**src/rtl/manch_acq_rx.sv**
```systemverilog
module manch_acq_rx #(
  parameter int PW         = 8,
  parameter int STEP       = 16,
  parameter int CORR_NUM   = 3,
  parameter int CORR_SHIFT = 5
) (
  input  logic clk,
  input  logic rst_n,
  input  logic tx_tick,
  input  logic carrier,
  input  logic rx_line,
  output logic rclk_en,
  output logic rx_data,
  output logic locked
);

  localparam int PRW = PW + 1 + CORR_SHIFT;
  localparam logic [PW-1:0] HALF = {1'b1, {(PW-1){1'b0}}};
  localparam logic [PW-1:0] INC  = PW'(STEP);

  typedef enum logic [1:0] {S_IDLE, S_HUNT, S_ARM, S_LOCK} st_t;

  st_t             state, state_n;
  logic [PW-1:0]   phase, phase_n;
  logic            line_q, samp;
  logic            fall, edge_seen, centre, tick;
  logic signed [PW:0] err;
  logic [PW:0]     err_mag;
  logic [PRW-1:0]  prod;
  logic [PW-1:0]   corr_mag;

  assign fall      = line_q & ~rx_line;
  assign edge_seen = line_q ^ rx_line;
  assign centre    = (phase[PW-1:PW-2] == 2'b01) || (phase[PW-1:PW-2] == 2'b10);
  assign err       = $signed({1'b0, phase}) - $signed({1'b0, HALF});
  assign err_mag   = err[PW] ? $unsigned(-err) : $unsigned(err);
  assign prod      = PRW'(err_mag) * PRW'(CORR_NUM);
  assign corr_mag  = prod[CORR_SHIFT +: PW];
  assign locked    = (state == S_LOCK);

  always_comb begin
    state_n = state;
    phase_n = phase + INC;
    case (state)
      S_IDLE: begin
        if (tx_tick) phase_n = '0;
        if (carrier) state_n = S_HUNT;
      end
      S_HUNT: begin
        if (!carrier) state_n = S_IDLE;
        else if (fall) begin
          state_n = S_ARM;
          phase_n = HALF;
        end
      end
      S_ARM: begin
        phase_n = phase;
        if (!carrier) state_n = S_IDLE;
        else if (fall) begin
          state_n = S_LOCK;
          phase_n = HALF;
        end
      end
      default: begin
        if (!carrier) state_n = S_IDLE;
        else if (edge_seen && centre)
          phase_n = err[PW] ? phase + INC + corr_mag : phase + INC - corr_mag;
      end
    endcase
  end

  assign tick = (state == S_LOCK) && (state_n == S_LOCK) &&
                (phase_n[PW-1:PW-2] == 2'b01) && (phase[PW-1:PW-2] != 2'b01);

  always_ff @(posedge clk or negedge rst_n) begin
    if (!rst_n) begin
      state   <= S_IDLE;
      phase   <= '0;
      line_q  <= 1'b0;
      samp    <= 1'b1;
      rclk_en <= 1'b0;
      rx_data <= 1'b1;
    end else begin
      state   <= state_n;
      phase   <= phase_n;
      line_q  <= rx_line;
      rclk_en <= tick;
      if (state_n != S_LOCK) begin
        samp    <= 1'b1;
        rx_data <= 1'b1;
      end else if (tick) begin
        samp    <= ~rx_line;
        rx_data <= samp;
      end
    end
  end

  assert_idle_quiet_R2: assert property (@(posedge clk) disable iff (!rst_n)
    !carrier |=> (!locked && !rclk_en && rx_data));

  assert_txalign_R2: assert property (@(posedge clk) disable iff (!rst_n)
    (state == S_IDLE && tx_tick) |=> (phase == '0));

  assert_lock_on_zero_R4: assert property (@(posedge clk) disable iff (!rst_n)
    $rose(locked) |-> $past(fall && carrier));

  assert_pulse_single_R6: assert property (@(posedge clk) disable iff (!rst_n)
    rclk_en |=> !rclk_en);

  assert_corr_bound_R8: assert property (@(posedge clk) disable iff (!rst_n)
    (state == S_LOCK && edge_seen && centre) |->
      ((PW+5)'(corr_mag) * (PW+5)'(10) <= (PW+5)'(err_mag)));

  assert_no_early_lock_R9: assert property (@(posedge clk) disable iff (!rst_n)
    (state != S_LOCK && !carrier) |=> !locked);

endmodule

```
**config.mk**
```make
export PLATFORM = sky130hd
export DESIGN_NAME = manch_acq_rx
export DESIGN_NICKNAME = d
export VERILOG_FILES = /design/src/rtl/manch_acq_rx.sv
export SDC_FILE = /design/constraint.sdc
export NUM_CORES = 1
export LEC_CHECK = 0
export ABC_AREA = 1
export ABC_CLOCK_PERIOD_IN_PS = 5400
export CORE_UTILIZATION = 30
export DETAILED_ROUTE_END_ITERATION = 10
export GPL_TIMING_DRIVEN = 0
export REMOVE_ABC_BUFFERS = 1
export SYNTH_ARGS = -nofsm -noshare
export SYNTH_HDL_FRONTEND = slang
export SYNTH_SLANG_ARGS = --single-unit
```
**constraint.sdc**
```tcl
create_clock -name clk -period 5.4 [get_ports clk]
set_input_delay 0.81 -clock clk [delete_from_list [all_inputs] [get_ports clk]]
set_output_delay 0.81 -clock clk [all_outputs]
set_load 0.03 [all_outputs]
```
Yosys cells after proc, flatten, opt, wreduce, memory -nomap -nowiden

Cells that the tools add are included.

Equal/unequal tests: 11
Reductions and logical operators: 8
Muxes and demuxes: 21
Bitwise gates (word level): 3
Add/sub/neg operators: 5
Multipliers: 1

Operators by type and width:

| kind                                                                  | count |
|---|---|
| 8-bit two-way mux                                                     | 8 |
| 8-bit one-hot mux with 3 select lines                                 | 1 |
| 2-bit two-way mux                                                     | 6 |
| 9-bit by 2-bit multiplier with 11-bit output, second input constant   | 1 |
| 9-bit two-way mux                                                     | 1 |
| 9-bit negation                                                        | 1 |
| 8-bit by 8-bit subtractor with 9-bit output, second input constant    | 1 |
| 8-bit by 5-bit adder with 8-bit output, second input constant         | 1 |
| 8-bit by 6-bit adder with 8-bit output                                | 1 |
| 2-bit equality test, second input constant                            | 4 |
| 8-bit by 6-bit subtractor with 8-bit output                           | 1 |
| 2-bit by 1-bit equality test with 1-bit output, second input constant | 3 |
| 2-bit != test, second input constant                                  | 3 |
| 2-bit one-hot mux with 3 select lines                                 | 1 |
| 1-bit logical AND                                                     | 4 |
| 1-bit two-way mux                                                     | 4 |
| 2-bit logical NOT                                                     | 1 |
| 2-bit by 1-bit != test with 1-bit output, second input constant       | 1 |
| 2-bit AND reduction                                                   | 1 |
| 2-bit nonzero test                                                    | 1 |
| 1-bit AND                                                             | 1 |
| 1-bit logical OR                                                      | 1 |
| 1-bit NOT                                                             | 1 |
| 1-bit bitwise XOR                                                     | 1 |

Register bits after elaboration: 14
Bits of input ports: 5

Logic depth before layout (Yosys ltp)

Depth in word-level cells: 14
Mapped depth: 33

Least setup slack after synthesis

No wires, ideal clock.

Kind: register to register
Start: register phase[0]
End: register rx_data
Setup slack: 1.301 ns
Stages on the path, launching flop included: 30
Buffers on the path: 0
Arrival time: 4.017 ns
Setup time: 0.083 ns
Path through: dfrtp_1 inv_1 ha_1 nand2_1 nor2_1 nor2_1 xor2_1 ha_1 inv_1 o21ai_0 nor2_1 nand2_1 nand2_1 nand2_1 ha_1 nand2_1 o21ai_0 fa_1 nand3_1 nand2_1 nand2_1 nand2_1 a21oi_1 nor2_1 o21ai_1 inv_1 nor4_1 nand3_2 nand2_1 nand3_1

Cells in the longest elaborated chain, start to end: 13
Elaborated cells on any way between the ends: 18
Classes of those cells: 5 x add/sub; 1 x mul; 1 x eq/ne; 8 x mux; 3 x reduce/logical

RTL lines:

| element                                                                                               | line | RTL |
|---|---|---|
| start: declaration                                                                                    | 24   | `logic [PW-1:0] phase, phase_n;` |
| start signal: assignment                                                                              | 85   | `phase <= phase_n;` |
| 8-bit by 8-bit subtractor with 9-bit output                                                           | 35   | `assign err = $signed({1'b0, phase}) - $signed({1'b0, HALF});` |
| 9-bit negation                                                                                        | 36   | `assign err_mag = err[PW] ? $unsigned(-err) : $unsigned(err);` |
| 9-bit two-way mux                                                                                     | 36   |  |
| 9-bit by 2-bit multiplier with 11-bit output                                                          | 37   | `assign prod = PRW'(err_mag) * PRW'(CORR_NUM);` |
| 8-bit by 6-bit subtractor with 8-bit output or 8-bit by 6-bit adder with 8-bit output (tied branches) | 67   | `phase_n = err[PW] ? phase + INC + corr_mag : phase + INC - corr_mag;` |
| 8-bit two-way mux                                                                                     | 67   |  |
| 8-bit two-way mux                                                                                     | 66   | `else if (edge_seen && centre)` |
| 8-bit two-way mux                                                                                     | 65   | `if (!carrier) state_n = S_IDLE;` |
| 8-bit one-hot mux with 3 select lines *                                                               | 44   | `case (state)` |
| 2-bit by 1-bit equality test with 1-bit output *                                                      | 73   | `(phase_n[PW-1:PW-2] == 2'b01) && (phase[PW-1:PW-2] != 2'b01);` |
| 1-bit logical AND *                                                                                   | 72   | `assign tick = (state == S_LOCK) && (state_n == S_LOCK) &&` |
| 1-bit logical AND *                                                                                   | 73   |  |
| 2-bit nonzero test (no source line) *                                                                 | --   |  |
| end signal: assignment                                                                                | 93   | `rx_data <= samp;` |
| end: declaration                                                                                      | 13   | `output logic rx_data,` |

Every way passes the cells marked *; elsewhere a longest branch is shown, timed or not.
A chain may end at the register's enable or synchronous reset.

Worst setup path after layout

Ends and elaborated chain as after synthesis.

==> results_tabular.tex <==
\begin{tabular}{lr}
\hline
Metric & Value \\
\hline
\multicolumn{2}{l}{\textbf{Placement}} \\
\quad Pre-CTS worst setup slack & approximately 700 ps \\
\quad Gp weighted congestion & 0.862 \\
\quad Dpl cells & between 300 and 400 \\
\quad Number of buffers added on ports & 7 \\
\quad Post-DP HPWL & 3100 um \\
\multicolumn{2}{l}{\textbf{Die}} \\
\quad Number of I/O pins & 8 \\
\quad Die X & approximately 79 um \\
\quad Die Y & 78.8 um \\
\quad Initial core utilization & around a third \\
\quad Core outline area & approximately 5600 um\^{}2 \\
\quad Area of the die & slightly above 6000 um\^{}2 \\
\quad Rows & 27 \\
\multicolumn{2}{l}{\textbf{Detailed routing}} \\
\quad Via-to-Cell Ratio & 4.64 \\
\quad Post-detailed-route wirelength per cell & 10.7 um \\
\quad Total DRC errors in the routed layout & 0 \\
\quad Count of nets left with antenna violations after detail routing & 0 \\
\quad Number of search-and-repair iterations in the first detailed-routing pass & 4 \\
\quad Number of vias in the routed layout & between 1,500 and 2,000 \\
\quad Starting DRC count in detailed routing & 52 \\
\quad Total length of routed wires & 3730 um \\
\multicolumn{2}{l}{\textbf{Global routing}} \\
\quad Largest net degree at the start of global routing & 17 \\
\quad Overflow left after global routing & 0 \\
\quad Total global routing track utilization & a little over an eighth \\
\quad Initial antenna violation count & 0 \\
\quad Global-route wire length before repair & a little under 7000 um \\
\quad Via count of the first global-routing pass & between 1,500 and 2,000 \\
\multicolumn{2}{l}{\textbf{Layout}} \\
\quad Final standard cell utilization of the core & 35.3\% \\
\quad Final std cells w/o fill & 348 \\
\quad Area of the multi-input gates & around 1200 um\^{}2 \\
\quad Leading cell types in the layout, fill and taps excluded & sky130\_fd\_sc\_hd\_\_nand2\_1, sky130\_fd\_sc\_hd\_\_inv\_1, sky130\_fd\_sc\_hd\_\_nor2\_1, sky130\_fd\_sc\_hd\_\_ha\_1, sky130\_fd\_sc\_hd\_\_nand3\_1 \\
\quad Most common cell after layout, fill and taps aside & sky130\_fd\_sc\_hd\_\_nand2\_1 \\
\quad Area overhead of the layout relative to synthesis & 12.0\% \\
\quad NumNets Final & 306 \\
\quad Storage element area & roughly 350 um\^{}2 \\
\quad Fraction of final layout cells with drive strength greater than 1 & approximately 9.1\% \\
\quad Antenna diode count & 0 \\
\quad \# fillers & $\sim$650 \\
\multicolumn{2}{l}{\textbf{Synth}} \\
\quad Main synth FF type & sky130\_fd\_sc\_hd\_\_dfrtp\_1 \\
\quad Synth Cell Area & between 1500 and 2000 um\^{}2 \\
\quad \#FFs+latches synth & 14 \\
\quad FFs w/ async S/R, synth & between 90\% and 100\% \\
\quad Count of warnings emitted by yosys & 0 \\
\quad Proportion of synthesized chip area in sequential cells & between 10\% and 20\% \\
\quad Post-synthesis average cell area & about 6.7 um\^{}2 \\
\quad EDFF count, synth & 0 \\
\quad Post-Synthesis Cells & between 200 and 300 \\
\quad Cell variety after synth & 33 \\
\multicolumn{2}{l}{\textbf{Clock tree}} \\
\quad Max Buffers Root-to-Sink & 2 \\
\quad CTS Buf Count & 3 \\
\quad Hold bufs inserted after CTS & 0 \\
\quad Clock root buffer & sky130\_fd\_sc\_hd\_\_clkbuf\_8 \\
\quad Clock slew at reported path FFs & 60 ps \\
\quad H-Tree Level Count & 1 \\
\quad Setup repair bufs after CTS & 0 \\
\quad CTS tree & yes \\
\quad Number of gates resized after CTS & 0 \\
\quad Number of sinks driven by the clock tree & 14 \\
\quad Later-pin clock latency in the skew report & between 200 and 250 ps \\
\multicolumn{2}{l}{\textbf{Setup path}} \\
\quad Arrival time at the worst endpoint & between 4000 and 5000 ps \\
\quad Crit Reg-Reg Endpoint & rx\_data\$\_DFFE\_PN1P\_ \\
\quad Category of the critical setup timing path & reg -> reg \\
\quad Largest incremental delay on the critical path & approximately 480 ps \\
\quad Top fanout value on the critical path & 6 \\
\quad CP dominant cell by count & sky130\_fd\_sc\_hd\_\_nand2\_1 \\
\quad Sort of element at the start of the critical path & flop \\
\quad Standard cell with the maximum stage delay on the critical path & sky130\_fd\_sc\_hd\_\_fa\_1 \\
\quad Worst reg2reg path startpoint & phase[0]\$\_DFFE\_PN0P\_ \\
\quad CP required & approximately 5600 ps \\
\quad Reg2Reg Depth & 29 \\
\quad Nature of the critical path endpoint & flop \\
\quad Flop-to-flop setup slack & about 700 ps \\
\multicolumn{2}{l}{\textbf{Worst hold path}} \\
\quad Hold Path Stages & 2 \\
\quad Worst Min Path Start & samp\$\_DFFE\_PN1P\_ \\
\quad Worst min-delay path category & reg -> reg \\
\quad Hold EP & samp\$\_DFFE\_PN1P\_ \\
\multicolumn{2}{l}{\textbf{Timing}} \\
\quad Number of max-slew violations in the final report & 0 \\
\quad Maximum operating frequency & between 0.2 and 0.25 GHz \\
\quad Final sum of negative setup slack & 0 ps \\
\quad Unrepaired setup endpoints after global routing & no \\
\quad Post-layout min period & about 4700 ps \\
\quad Final Setup Violations & 0 \\
\quad Max-slew headroom & 48.2\% \\
\quad Final Skew & between 0.7 and 0.8 ps \\
\quad Final worst path period share & 86.7\% \\
\quad Setup slack after layout & between 700 and 800 ps \\
\quad Final hold violation count & 0 \\
\quad Tightest Pin Transition & about 770 ps \\
\multicolumn{2}{l}{\textbf{Status}} \\
\quad Run status & finished, final reports clean \\
\multicolumn{2}{l}{\textbf{Flow run}} \\
\quad Max cap viols & 0 \\
\hline
\end{tabular}
synthesized netlist by cell type, types with 2 or more instances:
cell type	instances	area, um^2
sky130_fd_sc_hd__ha_1	23	288
sky130_fd_sc_hd__xor2_1	10	87.6
sky130_fd_sc_hd__dfstp_2	2	52.6
sky130_fd_sc_hd__nand4_1	3	18.8
sky130_fd_sc_hd__o211ai_1	2	15.0
sky130_fd_sc_hd__nor3_1	3	15.0
sky130_fd_sc_hd__nor2_1	23	86.3
sky130_fd_sc_hd__nor4_1	3	18.8
sky130_fd_sc_hd__xnor2_1	4	35.0
sky130_fd_sc_hd__a31oi_1	3	18.8
sky130_fd_sc_hd__nand2_2	9	56.3
sky130_fd_sc_hd__clkinv_1	3	11.3
sky130_fd_sc_hd__dfrtp_1	12	300
sky130_fd_sc_hd__a21oi_1	13	65.1
sky130_fd_sc_hd__nand2_1	61	229
sky130_fd_sc_hd__nand3_1	17	85.1
sky130_fd_sc_hd__nand3_2	3	30.0
sky130_fd_sc_hd__inv_2	5	18.8
sky130_fd_sc_hd__inv_1	38	143
sky130_fd_sc_hd__o21ai_0	15	75.1
sky130_fd_sc_hd__o21ai_1	2	10.0
registers in the layout, indices dropped and copies added, names as in the netlist:
name     count
line_q       1
phase        8
rclk_en      1
rx_data      1
samp         1
state        2
per-stage QoR:
stage	hold slack [ps]	cell area, um^2
finish	482	1980
global route	520	1980
CTS	485	1980
detailed placement	476	1930
global placement	474	1930
floorplan	462	1770
critical path, delay by kind of cell (launching register included):
| kind | cells | cell delay, ps |
|---|---|---|
| xor gates and xnor gates | 1 | 220 |
| AOI/OAI and AO/OA | 4 | 580 |
| and+or+nand+nor | 17 | 1800 |
| adders and majority gates | 4 | 1310 |
| buffers and inverters | 3 | 250 |
| DFF | 1 | 440 |
cell type report:
type | count | area share, %
clock buffers | 4 | 2.78
well taps | 72 | 4.55
multi-input cells | 205 | 62.6
repair buffers | 7 | 3.54
inverters | 46 | 8.72
flip-flops and latches | 14 | 17.8
logic make-up (layout without fill, tap and decap cells):
| group | after synthesis | count (layout) | synth area share (%) |
|---|---|---|---|
| AO/OA/AOI/OAI | 42 | 42 | 13.4 |
| XOR/XNOR | 14 | 14 | 6.93 |
| adder cells (fa/ha/maj) | 24 | 24 | 17.4 |
| buffers and inverters | 47 | 57 | 9.97 |
| flip-flops | 14 | 14 | 19.9 |
| multiplexers | 1 | 1 | 0.636 |
| AND/OR/NAND/NOR | 124 | 124 | 31.8 |
how the worst max path moves through the flow:
stage / startpoint / to / cells after the start
global placement: phase[1]$_DFFE_PN0P_ / samp$_DFFE_PN1P_ / 24
finish: phase[0]$_DFFE_PN0P_ / rx_data$_DFFE_PN1P_ / 29
floorplan: phase[0]$_DFFE_PN0P_ / rx_data$_DFFE_PN1P_ / 29
CTS: phase[1]$_DFFE_PN0P_ / samp$_DFFE_PN1P_ / 24
detailed placement: phase[1]$_DFFE_PN0P_ / samp$_DFFE_PN1P_ / 24
global route: phase[1]$_DFFE_PN0P_ / rx_data$_DFFE_PN1P_ / 24
layer usage:
metal  vias up  wire (um)  track usage (%)
met5         -          0                0
met4         0         29             2.78
met3         5         54             1.03
met2        18       1620             23.1
met1       709       2020             17.9
li1        884          -                -
Power is left out: the tool's default activity adds up to more than one toggle a clock period on the data nets, which glitch-free logic cannot reach.
